## config.mk

```make
export PLATFORM = sky130hd
export DESIGN_NAME = rdg_guard
export DESIGN_NICKNAME = d
export VERILOG_FILES = /design/src/rtl/rdg_pkg.sv /design/src/rtl/rdg_cfg.sv /design/src/rtl/rdg_down_cnt.sv /design/src/rtl/rdg_bank.sv /design/src/rtl/rdg_judge.sv /design/src/rtl/rdg_guard.sv
export SDC_FILE = /design/constraint.sdc
export NUM_CORES = 1
export LEC_CHECK = 0
export BUFFER_PORTS_ARGS = -buffer_cell sky130_fd_sc_hd__buf_4
export CAP_MARGIN = 5
export CORE_ASPECT_RATIO = 0.8
export CORE_MARGIN = 8
export CORE_UTILIZATION = 25
export DETAILED_ROUTE_END_ITERATION = 8
export PLACE_DENSITY_LB_ADDON = 0.05
export SLEW_MARGIN = 20
export SYNTH_ARGS = -nofsm -noshare
export SYNTH_HDL_FRONTEND = slang
export SYNTH_HIERARCHICAL = 1
export SYNTH_SLANG_ARGS = --single-unit
```

## constraint.sdc

```tcl
create_clock -name clk -period 4.2 [get_ports clk]
set_clock_uncertainty 0.15 [all_clocks]
set_input_delay 0.21 -clock clk [delete_from_list [all_inputs] [get_ports clk]]
set_output_delay 0.21 -clock clk [all_outputs]
set_load 0.05 [all_outputs]
```

## src/rtl/rdg_pkg.sv

```systemverilog
package rdg_pkg;

  // Command encoding seen on cmd_code.
  typedef enum logic [2:0] {
    CMD_NOP = 3'd0,
    CMD_ACT = 3'd1,
    CMD_RD  = 3'd2,
    CMD_RDA = 3'd3,
    CMD_WR  = 3'd4,
    CMD_PRE = 3'd5
  } cmd_e;

  // Minimum READ-to-PRECHARGE spacing in clocks.
  localparam int RD2PRE_FLOOR = 4;

  function automatic logic code_is_read(input logic [2:0] code);
    return (code == CMD_RD) || (code == CMD_RDA);
  endfunction

endpackage

```

## src/rtl/rdg_cfg.sv

```systemverilog
// Captures the timing inputs during reset and derives the counter load values.
module rdg_cfg import rdg_pkg::*; #(
  parameter int CFG_W = 6,
  parameter int CNT_W = CFG_W + 2
) (
  input  logic             clk,
  input  logic             rst,
  input  logic [CFG_W-1:0] cfg_rl,
  input  logic [CFG_W-1:0] cfg_wl,
  input  logic [CFG_W-1:0] cfg_al,
  input  logic [CFG_W-1:0] cfg_ccd,
  input  logic [CFG_W-1:0] cfg_rtp,
  input  logic [CFG_W-1:0] cfg_rp,
  output logic [CNT_W-1:0] rw_load,
  output logic [CNT_W-1:0] pre_load,
  output logic [CNT_W-1:0] rp_load
);

  logic [CFG_W-1:0] rl_q, wl_q, al_q, ccd_q, rtp_q, rp_q;

  always_ff @(posedge clk) begin
    if (rst) begin
      rl_q  <= cfg_rl;
      wl_q  <= cfg_wl;
      al_q  <= cfg_al;
      ccd_q <= cfg_ccd;
      rtp_q <= cfg_rtp;
      rp_q  <= cfg_rp;
    end
  end

  int rw_span;
  int pre_span;

  // Loads are span-1: the counter is first seen in the cycle after the command.
  always_comb begin
    rw_span  = int'(rl_q) + int'(ccd_q) + 2 - int'(wl_q);
    pre_span = int'(al_q) + int'(rtp_q);
    if (pre_span < RD2PRE_FLOOR) pre_span = RD2PRE_FLOOR;
    rw_load  = (rw_span > 1) ? CNT_W'(rw_span - 1) : '0;
    pre_load = CNT_W'(pre_span - 1);
    rp_load  = (rp_q != '0) ? CNT_W'(int'(rp_q) - 1) : '0;
  end

endmodule

```

## src/rtl/rdg_down_cnt.sv

```systemverilog
// Loadable down-counter with a registered "reached zero" flag.
module rdg_down_cnt #(
  parameter int W = 8
) (
  input  logic         clk,
  input  logic         rst,
  input  logic         load,
  input  logic [W-1:0] load_val,
  output logic         zero
);

  logic [W-1:0] cnt_q;

  always_ff @(posedge clk) begin
    if (rst) begin
      cnt_q <= '0;
      zero  <= 1'b1;
    end else if (load) begin
      cnt_q <= load_val;
      zero  <= (load_val == '0);
    end else begin
      if (cnt_q != '0) cnt_q <= cnt_q - W'(1);
      zero <= (cnt_q <= W'(1));
    end
  end

endmodule

```

## src/rtl/rdg_bank.sv

```systemverilog
// Per-bank timing: read-to-precharge gap, precharge period, auto-precharge lock.
module rdg_bank #(
  parameter int CNT_W = 8
) (
  input  logic             clk,
  input  logic             rst,
  input  logic             rd_hit,
  input  logic             rda_hit,
  input  logic             pre_hit,
  input  logic [CNT_W-1:0] pre_load,
  input  logic [CNT_W-1:0] rp_load,
  output logic             pre_ok,
  output logic             bank_ok
);

  logic rtp_zero;
  logic rp_zero;
  logic ap_q;
  logic ap_fire;

  // Internal precharge begins in the cycle the read-to-precharge gap expires.
  assign ap_fire = ap_q && rtp_zero;

  rdg_down_cnt #(.W(CNT_W)) u_rtp_cnt (
    .clk      (clk),
    .rst      (rst),
    .load     (rd_hit),
    .load_val (pre_load),
    .zero     (rtp_zero)
  );

  rdg_down_cnt #(.W(CNT_W)) u_rp_cnt (
    .clk      (clk),
    .rst      (rst),
    .load     (pre_hit || ap_fire),
    .load_val (rp_load),
    .zero     (rp_zero)
  );

  always_ff @(posedge clk) begin
    if (rst)          ap_q <= 1'b0;
    else if (pre_hit) ap_q <= 1'b0;
    else if (rda_hit) ap_q <= 1'b1;
    else if (ap_fire) ap_q <= 1'b0;
  end

  assign pre_ok  = rtp_zero && !ap_q;
  assign bank_ok = rp_zero && !ap_q;

endmodule

```

## src/rtl/rdg_judge.sv

```systemverilog
// Decides legality of the current command and keeps the sticky record.
module rdg_judge import rdg_pkg::*; (
  input  logic       clk,
  input  logic       rst,
  input  logic       clr_viol,
  input  logic       cmd_vld,
  input  logic [2:0] cmd_code,
  input  logic       wr_ok,
  input  logic       pre_ok_sel,
  input  logic       bank_ok_sel,
  output logic       viol,
  output logic [2:0] viol_code
);

  logic bad;

  always_comb begin
    bad = 1'b0;
    if (cmd_vld) begin
      case (cmd_code)
        CMD_ACT, CMD_RD, CMD_RDA: bad = !bank_ok_sel;
        CMD_WR:                   bad = !(wr_ok && bank_ok_sel);
        CMD_PRE:                  bad = !pre_ok_sel;
        default:                  bad = 1'b0;
      endcase
    end
  end

  always_ff @(posedge clk) begin
    if (rst) begin
      viol      <= 1'b0;
      viol_code <= 3'd0;
    end else if (bad) begin
      viol <= 1'b1;
      if (!viol || clr_viol) viol_code <= cmd_code;
    end else if (clr_viol) begin
      viol      <= 1'b0;
      viol_code <= 3'd0;
    end
  end

endmodule

```

## src/rtl/rdg_guard.sv

```systemverilog
module rdg_guard import rdg_pkg::*; #(
  parameter int NUM_BANKS = 8,
  parameter int CFG_W     = 6,
  parameter int BANK_W    = $clog2(NUM_BANKS)
) (
  input  logic                 clk,
  input  logic                 rst,
  input  logic                 clr_viol,
  input  logic [CFG_W-1:0]     cfg_rl,
  input  logic [CFG_W-1:0]     cfg_wl,
  input  logic [CFG_W-1:0]     cfg_al,
  input  logic [CFG_W-1:0]     cfg_ccd,
  input  logic [CFG_W-1:0]     cfg_rtp,
  input  logic [CFG_W-1:0]     cfg_rp,
  input  logic                 cmd_vld,
  input  logic [2:0]           cmd_code,
  input  logic [BANK_W-1:0]    cmd_bank,
  output logic                 wr_ok,
  output logic [NUM_BANKS-1:0] pre_ok,
  output logic [NUM_BANKS-1:0] bank_ok,
  output logic                 viol,
  output logic [2:0]           viol_code
);

  localparam int CNT_W = CFG_W + 2;

  logic [CNT_W-1:0] rw_load, pre_load, rp_load;
  logic             any_rd, is_rda, is_pre;

  assign any_rd = cmd_vld && code_is_read(cmd_code);
  assign is_rda = cmd_vld && (cmd_code == CMD_RDA);
  assign is_pre = cmd_vld && (cmd_code == CMD_PRE);

  rdg_cfg #(.CFG_W(CFG_W), .CNT_W(CNT_W)) u_cfg (
    .clk      (clk),
    .rst      (rst),
    .cfg_rl   (cfg_rl),
    .cfg_wl   (cfg_wl),
    .cfg_al   (cfg_al),
    .cfg_ccd  (cfg_ccd),
    .cfg_rtp  (cfg_rtp),
    .cfg_rp   (cfg_rp),
    .rw_load  (rw_load),
    .pre_load (pre_load),
    .rp_load  (rp_load)
  );

  // Read-to-write gap applies across all banks.
  rdg_down_cnt #(.W(CNT_W)) u_wr_gap (
    .clk      (clk),
    .rst      (rst),
    .load     (any_rd),
    .load_val (rw_load),
    .zero     (wr_ok)
  );

  for (genvar g = 0; g < NUM_BANKS; g++) begin : g_bank
    logic hit;
    assign hit = (cmd_bank == BANK_W'(g));

    rdg_bank #(.CNT_W(CNT_W)) u_bank (
      .clk      (clk),
      .rst      (rst),
      .rd_hit   (any_rd && hit),
      .rda_hit  (is_rda && hit),
      .pre_hit  (is_pre && hit),
      .pre_load (pre_load),
      .rp_load  (rp_load),
      .pre_ok   (pre_ok[g]),
      .bank_ok  (bank_ok[g])
    );
  end

  rdg_judge u_judge (
    .clk         (clk),
    .rst         (rst),
    .clr_viol    (clr_viol),
    .cmd_vld     (cmd_vld),
    .cmd_code    (cmd_code),
    .wr_ok       (wr_ok),
    .pre_ok_sel  (pre_ok[cmd_bank]),
    .bank_ok_sel (bank_ok[cmd_bank]),
    .viol        (viol),
    .viol_code   (viol_code)
  );

endmodule

```

==> impl_metrics.json, run 1 <==
{
  "outcome": "completed",
  "max_slew_margin_pct": 40.89,
  "antenna_found_initial": 0,
  "final_util_pct": 30.74,
  "r2r-start": "u_cfg/al_q[0]",
  "clockBufferDepth": 3,
  "crit_top_cell": "nand2_1",
  "gp_congestion": 0.7138,
  "timing.fmax_mhz": 270.6,
  "crit_required_ns": 4.49,
  "synth_cell_types": 69,
  "crit_fanout": 13,
  "cts.sinks": 201,
  "cp-start-kind": "flop",
  "finalWirelength_um": 35750,
  "power.total_mw": 12.08,
  "synthArstFlopShare_pct": 0,
  "grt_max_degree": 98,
  "first_global_vias": 10220,
  "die_x_um": 266.7,
  "cts_setup_buffers": 0,
  "ir_worst_vdd_mv": 0.3007,
  "grt_pass1_wl_um": 56860,
  "preCtsSetupSlack_ns": 0.4998,
  "layout_min_cycle_time_ns": 3.695,
  "hold_violations": 0,
  "synth_seq_area_share_pct": 34.87,
  "tightest_slew_ns": 0.8867,
  "grtUsageTotal_pct": 12.00,
  "cts-buffers-inserted": 27,
  "clock_latency_ns": 0.55,
  "drv_slew": 0,
  "clock-root-buffer": "clkbuf_16",
  "drive_gt1_share_pct": 15.99,
  "drt_iter0_drc": 550,
  "synth_edf_count": 36,
  "rsz0062_at_grt": "false",
  "worst-setup-path-type": "reg -> reg",
  "die_y_um": 216.6,
  "ys_ff_latch": 201,
  "synth.avg_cell_area_um2": 8.849,
  "crit_chain": "ha_1 -> inv_1 -> fa_1 -> nand2b_1 -> a21oi_1 -> xnor2_1 -> nand2_1 -> o31ai_1 -> ha_1 -> nand2_1 -> nor2_1 -> a21o_1 -> buf_12 -> nor3_1 -> a31oi_1 -> nand2_1",
  "p_leak_nw": 6.104,
  "firstDrtPassIters": 5,
  "cp_top_family": "compound AO/OA/AOI/OAI gates",
  "io_pins": 67,
  "drc": 0,
  "via_count": 10540,
  "area_delta_synth_final_pct": 21.48,
  "ant_nets": 0,
  "core_region_area_um2": 49690,
  "finalSetupViolations": 0,
  "syn_area_um2": 12570,
  "syn_inst": 1421,
  "wl_per_cell_um": 15.92,
  "grt_overflow_total": 0,
  "cp-startpoint": "u_cfg/al_q[0]",
  "yosysWarnings": 6,
  "start_util_pct": 25.31,
  "worstHoldStart": "rst",
  "setup_tns_ns": 0,
  "die-area_um2": 57780,
  "p_per_area_nw_per_um2": 790.5,
  "htreeDepth": 1,
  "cts_tree": "yes",
  "fin_nets": 1677,
  "end_kind": "flop",
  "setup_slack_ns": 0.5049,
  "post-dp-hpwl_um": 23880,
  "port_buffers": 66,
  "cts_resized": 0,
  "drv_cap": 0,
  "critPathMaxStageDelay_ns": 0.42,
  "vias_per_cell": 4.693,
  "hp-class": "in -> reg",
  "cp.arrival_ns": 3.98,
  "num_rows": 73,
  "timing.final.crit_share_pct": 87.98,
  "clk_pin_slew_ns": 0.06,
  "slowest_stage": "fa_1",
  "synth_ff_type": "dfxtp_1",
  "antennaDiodeCount": 0,
  "path_buf_inv": 2
}
-- cell usage after synthesis, types with 22 or more instances --
master,number,share of area [%]
ha_1,75,7.5
mux2i_1,34,2.7
o21ai_0,23,0.92
xnor2_1,41,2.9
dfxtp_1,165,26
edfxtp_1,36,8.6
nor2_1,138,4.1
nor4_1,22,1.1
a21o_2,25,1.7
nor2b_1,27,1.3
a21oi_1,129,5.1
nand2_1,77,2.3
xor2_1,40,2.8
nor3_1,123,4.9
o21a_1,43,2.6
inv_1,100,3.0
nand3_1,36,1.4
-- timing repair --
item	4_1_cts	5_1_grt
endpoints found under the hold margin	45	0
setup endpoints to repair	0	0
hold buffers	46	0
-- cell families after synthesis --
group	count (synthesis)	share of synthesized area, %
other	1	0.02982
flip-flops	201	34.87
multiplexers	41	3.831
XOR/XNOR	82	5.771
buffers and inverters	142	4.597
adder cells (fa/ha/maj)	82	8.577
AO/OA/AOI/OAI	336	17.82
AND/OR/NAND/NOR	536	24.51
-- metrics by stage --
| step | hold slack, ns | instances | instance area [um^2] |
|---|---|---|---|
| final | 0.07648 | 2245 | 15280 |
| after global routing | 0.08706 | 2245 | 15280 |
| after CTS | 0.05551 | 2245 | 15280 |
| after detailed placement | 0.2395 | 2149 | 13970 |
| after global placement | 0.2380 | 2149 | 13970 |
| after floorplan | 0.1291 | 1423 | 12590 |
-- registers in the layout, indices dropped and copies added (netlist names) --
register                       count
u_cfg/ccd_q                        6
u_judge/viol                       1
u_cfg/rp_q                         6
u_judge/viol_code                  3
u_cfg/rl_q                         6
g_bank.u_bank/u_rtp_cnt/zero       8
g_bank.u_bank/u_rp_cnt/zero        8
u_wr_gap/zero                      1
u_cfg/wl_q                         6
g_bank.u_bank/u_rtp_cnt/cnt_q     64
u_cfg/rtp_q                        6
g_bank.u_bank/ap_q                 8
u_wr_gap/cnt_q                     8
u_cfg/al_q                         6
g_bank.u_bank/u_rp_cnt/cnt_q      64
-- placed cells by master (no fill, tap or decap), types with 20 or more instances in the layout --
| cell | n |
|---|---|
| a21o_2 | 25 |
| a21oi_1 | 129 |
| buf_4 | 90 |
| clkbuf_16 | 27 |
| dfxtp_1 | 165 |
| dlygate4sd3_1 | 46 |
| edfxtp_1 | 36 |
| ha_1 | 75 |
| inv_1 | 100 |
| mux2i_1 | 34 |
| nand2_1 | 77 |
| nand3_1 | 36 |
| nor2_1 | 138 |
| nor2b_1 | 27 |
| nor3_1 | 121 |
| nor4_1 | 22 |
| o21a_1 | 43 |
| o21ai_0 | 20 |
| xnor2_1 | 40 |
| xor2_1 | 39 |
-- layout make-up --
class,instances,area [um^2]
Sequential cell,201,4384
Fill cell,5335,34410
Tap cell,675,844.6
Clock inverter,14,122.6
Timing Repair Buffer,138,1167
Multi-Input combinational cell,1080,7659
Inverter,101,379.1
Clock buffer,36,719.4
-- worst register-to-register path, stage by stage, from the launching register on --
cell      delay, ns
edfxtp_1       0.33
ha_1           0.20
inv_1          0.07
fa_1           0.42
nand2b_1       0.17
a21oi_1        0.24
xnor2_1        0.24
nand2_1        0.23
o31ai_1        0.29
ha_1           0.27
nand2_1        0.10
nor2_1         0.11
a21o_1         0.26
buf_12         0.18
nor3_1         0.07
a31oi_1        0.18
nand2_1        0.08
-- path summary, 6_finish.rpt --
kind / slack [ns] / endpoint / cells after the start
worst max-delay path: 0.50 / g_bank[4].u_bank/u_rtp_cnt/zero / 16
worst min-delay path: 0.08 / g_bank[4].u_bank/u_rp_cnt/cnt_q[1] / 2
worst max register to register: 0.50 / g_bank[4].u_bank/u_rtp_cnt/zero / 16
worst min register to register: 0.40 / u_judge/viol / 2
-- layer usage --
layer	share of wire [%]	GRT usage, %
met5	0	0
met1	51	16.99
met2	44	19.09
met3	2.8	1.969
met4	1.7	2.301
-- report_power, final --
| part | switching (mW) | internal [mW] | leakage [nW] |
|---|---|---|---|
| registers | 0.935 | 2.69 | 1.72 |
| logic | 3.26 | 2.94 | 3.97 |
| clock network | 0.925 | 1.32 | 0.416 |
| total | 5.12 | 6.95 | 6.10 |
Power figures use the tool's default switching activity.
==> run 2, diff against run 1 <==
clock period = 4 ns   (was 4.2 ns; I/O delays follow)
==> run 2 against run 1 <==
Compared with the run above: non-clock buffer count shrank 1; total power grew 6.0%; hold slack lost 0.013 ns; clock power is 8.9% higher; utilization grew 0.14 points; global-route usage increased by 0.28 points; die area stayed put; final area is 0.46% higher; routed wire length increased by 1.6%; via count up 0.82%; cell count is essentially flat; highest routed layer unchanged.
==> impl_metrics.json, run 2 (synthesis results as in run 1) <==
{
  "setup_tns_ns": 0,
  "p_leak_nw": 6.140,
  "port_buffers": 66,
  "htreeDepth": 1,
  "wl_per_cell_um": 16.20,
  "slowest_stage": "fa_1",
  "cts.sinks": 201,
  "drv_slew": 0,
  "finalSetupViolations": 0,
  "drc": 0,
  "crit_required_ns": 4.33,
  "crit_chain": "inv_1 -> ha_1 -> fa_1 -> inv_1 -> ha_1 -> inv_1 -> fa_1 -> nand2b_1 -> a21oi_1 -> xor2_1 -> or3_4 -> o21ai_2 -> nor2_1 -> nor4_1 -> a31oi_1 -> nand2_1",
  "multi_input_area_um2": 7661,
  "vias_per_cell": 4.736,
  "cts_setup_buffers": 0,
  "antennaDiodeCount": 0,
  "tightest_slew_ns": 0.9006,
  "start_util_pct": 25.31,
  "worst-setup-path-type": "reg -> reg",
  "fin_nets": 1676,
  "area_delta_synth_final_pct": 22.04,
  "antenna_found_initial": 0,
  "layout_common_cells": "165 x dfxtp_1, 138 x nor2_1, 129 x a21oi_1",
  "rsz0062_at_grt": "false",
  "firstDrtPassIters": 4,
  "post-dp-hpwl_um": 24110,
  "hold_violations": 0,
  "clockBufferDepth": 3,
  "timing.final.crit_share_pct": 91.43,
  "grt_max_degree": 71,
  "p_per_area_nw_per_um2": 833.9,
  "io_pins": 67,
  "drt_iter0_drc": 548,
  "setup_slack_ns": 0.3427,
  "ant_nets": 0,
  "via_count": 10620,
  "die_y_um": 216.6,
  "gp_congestion": 0.7193,
  "p_comb_share_pct": 51.1,
  "fin_hold_ws_ns": 0.06323,
  "num_rows": 73,
  "crit_top_cell": "inv_1",
  "die-area_um2": 57780,
  "finalInstanceArea_um2": 15350,
  "grt_overflow_total": 0,
  "hp-class": "in -> reg",
  "grt_pass1_wl_um": 58540,
  "seq_area_um2": 4384,
  "nFillCells": 5304,
  "grtUsageTotal_pct": 12.28,
  "finalWirelength_um": 36340,
  "cp.arrival_ns": 3.99,
  "clk_pin_slew_ns": 0.06,
  "outcome": "completed",
  "intPower_mw": 7.401,
  "end_kind": "flop",
  "clock-root-buffer": "clkbuf_16",
  "clock_latency_ns": 0.55,
  "die_x_um": 266.7,
  "placed_cell_area_um2": 13970,
  "final_common_cell": "dfxtp_1",
  "cp-start-kind": "flop",
  "pwr-share-seq_pct": 29.8,
  "drive_gt1_share_pct": 16.20,
  "power.total_mw": 12.80,
  "first_global_vias": 10470,
  "clockPowerShare_pct": 19.1,
  "netSwitchingFraction_pct": 42.17,
  "drv_cap": 0,
  "layout_min_cycle_time_ns": 3.657,
  "timing.fmax_mhz": 273.4,
  "cts_tree": "yes",
  "cts-buffers-inserted": 27,
  "ir_worst_vdd_mv": 0.2766,
  "core_region_area_um2": 49690,
  "power_switching_mw": 5.396,
  "preCtsSetupSlack_ns": 0.3421,
  "critPathMaxStageDelay_ns": 0.46,
  "crit_fanout": 5,
  "path_buf_inv": 3,
  "max_slew_margin_pct": 39.96,
  "cp_top_family": "adder cells",
  "reg_top3": "g_bank.u_bank/u_rp_cnt/cnt_q: 64 flops, g_bank.u_bank/u_rtp_cnt/cnt_q: 64 flops"
}
[run 2: cell types whose count changed in the layout (fill, tap and decap cells not counted), sizes merged]
cell         delta
inv             -1
bufinv          -2
clkbuf         +11
clkinv          -9
buf             -2
dlygate4sd3     +1
[run 2: routing by layer]
metal  GRT usage [%]  share of wire [%]
met5               0                  0
met4           2.844                1.9
met3           1.935                3.1
met2           19.06                 43
met1           17.63                 52
[run 2: path summary, 6_finish.rpt]
kind / start / to / slack (ns) / depth (start not counted)
setup / recovery: u_cfg/rl_q[1] / u_wr_gap/zero / 0.34 / 16
hold reg to reg: g_bank[3].u_bank/u_rtp_cnt/zero / g_bank[3].u_bank/ap_q / 0.45 / 2
hold / removal: cmd_code[2] / u_wr_gap/cnt_q[0] / 0.06 / 5
setup reg to reg: u_cfg/rl_q[1] / u_wr_gap/zero / 0.34 / 16
[run 2: repair_timing]
item / in CTS / in global routing
endpoints found under the hold margin: 64 / 0
hold buffers: 47 / 0
resized for setup: 0 / 1
endpoints found under the setup margin: 0 / 5
[run 2: through the flow]
stage	instances	util (%)
6_report	2243	30.88
3_3_place_gp	2147	28.12
5_1_grt	2243	30.88
2_1_floorplan	1423	-
4_1_cts	2243	30.88
3_5_place_dp	2147	28.12
[run 2: worst reg2reg max path, cell delays in order, from the launching register on]
cell and delay, ns:
edfxtp_1 0.32, inv_1 0.04, ha_1 0.30, fa_1 0.46, inv_1 0.07, ha_1 0.16
inv_1 0.05, fa_1 0.39, nand2b_1 0.19, a21oi_1 0.16, xor2_1 0.14, or3_4 0.42
o21ai_2 0.19, nor2_1 0.08, nor4_1 0.28, a31oi_1 0.12, nand2_1 0.07
[run 2: layout make-up]
cell class / instances / area share (%)
multi-input cells: 1080 / 49.92
clock inverters: 2 / 0.06523
flip-flops and latches: 201 / 28.57
clock buffers: 47 / 5.813
repair buffers: 137 / 7.656
inverters: 101 / 2.470
well taps: 675 / 5.503
[run 2: power by group through the flow]
stage / clock network [mW] / registers [mW] / logic [mW]
CTS: 2.58 / 3.82 / 6.60
detailed placement: 0 / 3.85 / 6.51
global placement: 0 / 3.88 / 6.55
floorplan: 0 / 3.62 / 5.16
finish: 2.45 / 3.81 / 6.53
global route: 2.64 / 3.95 / 7.35
==> run 3, diff against run 2 <==
GPL_ROUTABILITY_DRIVEN = 0   (was unset)
SETUP_SLACK_MARGIN = 0.1   (was unset)
clock period = 4.15 ns   (was 4 ns; I/O delays follow)
==> run 3 against run 2 <==
Compared with the run above: worst setup slack improved by 0.17 ns; cell count did not move; sequential share of layout area barely moved; die area did not move; sequential power fell by 4%; critical path depth fell by 1; flip-flop and latch count did not move; critical endpoint unchanged; largest cell class unchanged.
==> impl_metrics.json, run 3 (synthesis results as in run 1) <==
{
  "crit_fanout": 5,
  "ir_worst_vdd_mv": 0.2687,
  "p_per_area_nw_per_um2": 804.7,
  "finalWirelength_um": 35900,
  "start_util_pct": 25.31,
  "setup_tns_ns": 0,
  "final_util_pct": 30.85,
  "via_count": 10390,
  "power.total_mw": 12.34,
  "crit_required_ns": 4.49,
  "timing.fmax_mhz": 274.8,
  "area_delta_synth_final_pct": 21.91,
  "firstDrtPassIters": 5,
  "finalSetupViolations": 0,
  "clock_latency_ns": 0.56,
  "power_switching_mw": 5.190,
  "drc": 0,
  "drive_gt1_share_pct": 16.26,
  "grt_overflow_total": 0,
  "clockBufferDepth": 3,
  "tightest_slew_ns": 0.9842,
  "clock-root-buffer": "clkbuf_16",
  "setup_slack_ns": 0.5105,
  "num_rows": 73,
  "worst-setup-path-type": "reg -> reg",
  "fin_nets": 1676,
  "outcome": "completed",
  "drv_cap": 0,
  "ant_nets": 0,
  "p_comb_share_pct": 50.9,
  "cts.sinks": 201,
  "cts_tree": "yes",
  "netSwitchingFraction_pct": 42.07,
  "intPower_mw": 7.146,
  "p_leak_nw": 6.138,
  "cp.arrival_ns": 3.97,
  "layout_min_cycle_time_ns": 3.640,
  "hp-class": "in -> reg",
  "core_region_area_um2": 49690,
  "io_pins": 67,
  "port_buffers": 66,
  "first_global_vias": 10490,
  "drv_slew": 0,
  "max_slew_margin_pct": 34.38,
  "antenna_found_initial": 0,
  "die_x_um": 266.7,
  "wl_per_cell_um": 16.00,
  "grt_pass1_wl_um": 58170,
  "final_common_cell": "dfxtp_1",
  "die_y_um": 216.6,
  "post-dp-hpwl_um": 23760,
  "layout_common_cells": "165 x dfxtp_1, 138 x nor2_1, 129 x a21oi_1",
  "rsz0062_at_grt": "false",
  "timing.final.crit_share_pct": 87.70,
  "cts-buffers-inserted": 26,
  "antennaDiodeCount": 0,
  "drt_iter0_drc": 441,
  "reg_top3": "g_bank.u_bank/u_rp_cnt/cnt_q: 64 flops, g_bank.u_bank/u_rtp_cnt/cnt_q: 64 flops",
  "preCtsSetupSlack_ns": 0.4409,
  "cp-start-kind": "flop",
  "htreeDepth": 1,
  "clockPowerShare_pct": 19.4,
  "end_kind": "flop",
  "hold_violations": 0,
  "grtUsageTotal_pct": 12.24,
  "vias_per_cell": 4.632,
  "die-area_um2": 57780,
  "pwr-share-seq_pct": 29.7,
  "cts_setup_buffers": 0,
  "clk_pin_slew_ns": 0.06,
  "grt_max_degree": 110
}
run 3: final cells by class:
| class | count | area (um^2) |
|---|---|---|
| Fill cell | 5293 | 34360 |
| Multi-Input combinational cell | 1080 | 7660 |
| Sequential cell | 201 | 4384 |
| Timing Repair Buffer | 138 | 1170 |
| Tap cell | 675 | 844.6 |
| Clock buffer | 35 | 755.7 |
| Inverter | 101 | 379.1 |
| Clock inverter | 13 | 136.4 |
run 3: per-stage QoR:
step | hold slack (ns) | area [um^2] | instances
2_1_floorplan | 0.1266 | 12590 | 1423
3_3_place_gp | 0.2355 | 13970 | 2148
3_5_place_dp | 0.2370 | 13970 | 2148
4_1_cts | 0.04555 | 15330 | 2243
5_1_grt | 0.09191 | 15330 | 2243
6_report | 0.06536 | 15330 | 2243
run 3: path summary, 6_finish.rpt:
path / from / cells after the start / to / slack (ns)
max: u_cfg/wl_q[1] / 15 / u_wr_gap/zero / 0.51
min reg2reg: u_judge/viol / 2 / u_judge/viol / 0.41
min: cmd_code[2] / 5 / u_wr_gap/cnt_q[0] / 0.07
max reg2reg: u_cfg/wl_q[1] / 15 / u_wr_gap/zero / 0.51
run 3: per-layer routing:
metal	share of wire, %	GRT usage (%)	vias up
met4	1.9	2.699	0
met2	44	19.61	116
met3	3.2	1.901	47
li1	-	-	5382
met1	51	17.17	4844
met5	0	0	-
run 3: timing repair:
item | 4_1_cts | 5_1_grt
hold endpoints to repair | 45 | 0
endpoints found under the setup margin | 0 | 4
hold buffers | 47 | 0
gates resized for setup | 0 | 1
run 3: power by group through the flow:
stage / logic, mW / clock network [mW] / registers, mW
floorplan: 4.97 / 0 / 3.49
global placement: 6.31 / 0 / 3.74
detailed placement: 6.25 / 0 / 3.71
CTS: 6.34 / 2.51 / 3.67
global route: 7.09 / 2.57 / 3.80
finish: 6.27 / 2.39 / 3.67
run 3: worst max-delay path, cell delays in order (launching register included):
cell and delay [ns]:
edfxtp_1 0.37, ha_1 0.30, fa_1 0.45, inv_1 0.07, ha_1 0.15, inv_1 0.06, fa_1 0.38, nand2b_1 0.18
a21oi_1 0.16, xor2_1 0.15, or3_4 0.42, o21ai_2 0.18, nor2_1 0.09, nor4_1 0.25, a31oi_1 0.11, nand2_1 0.10
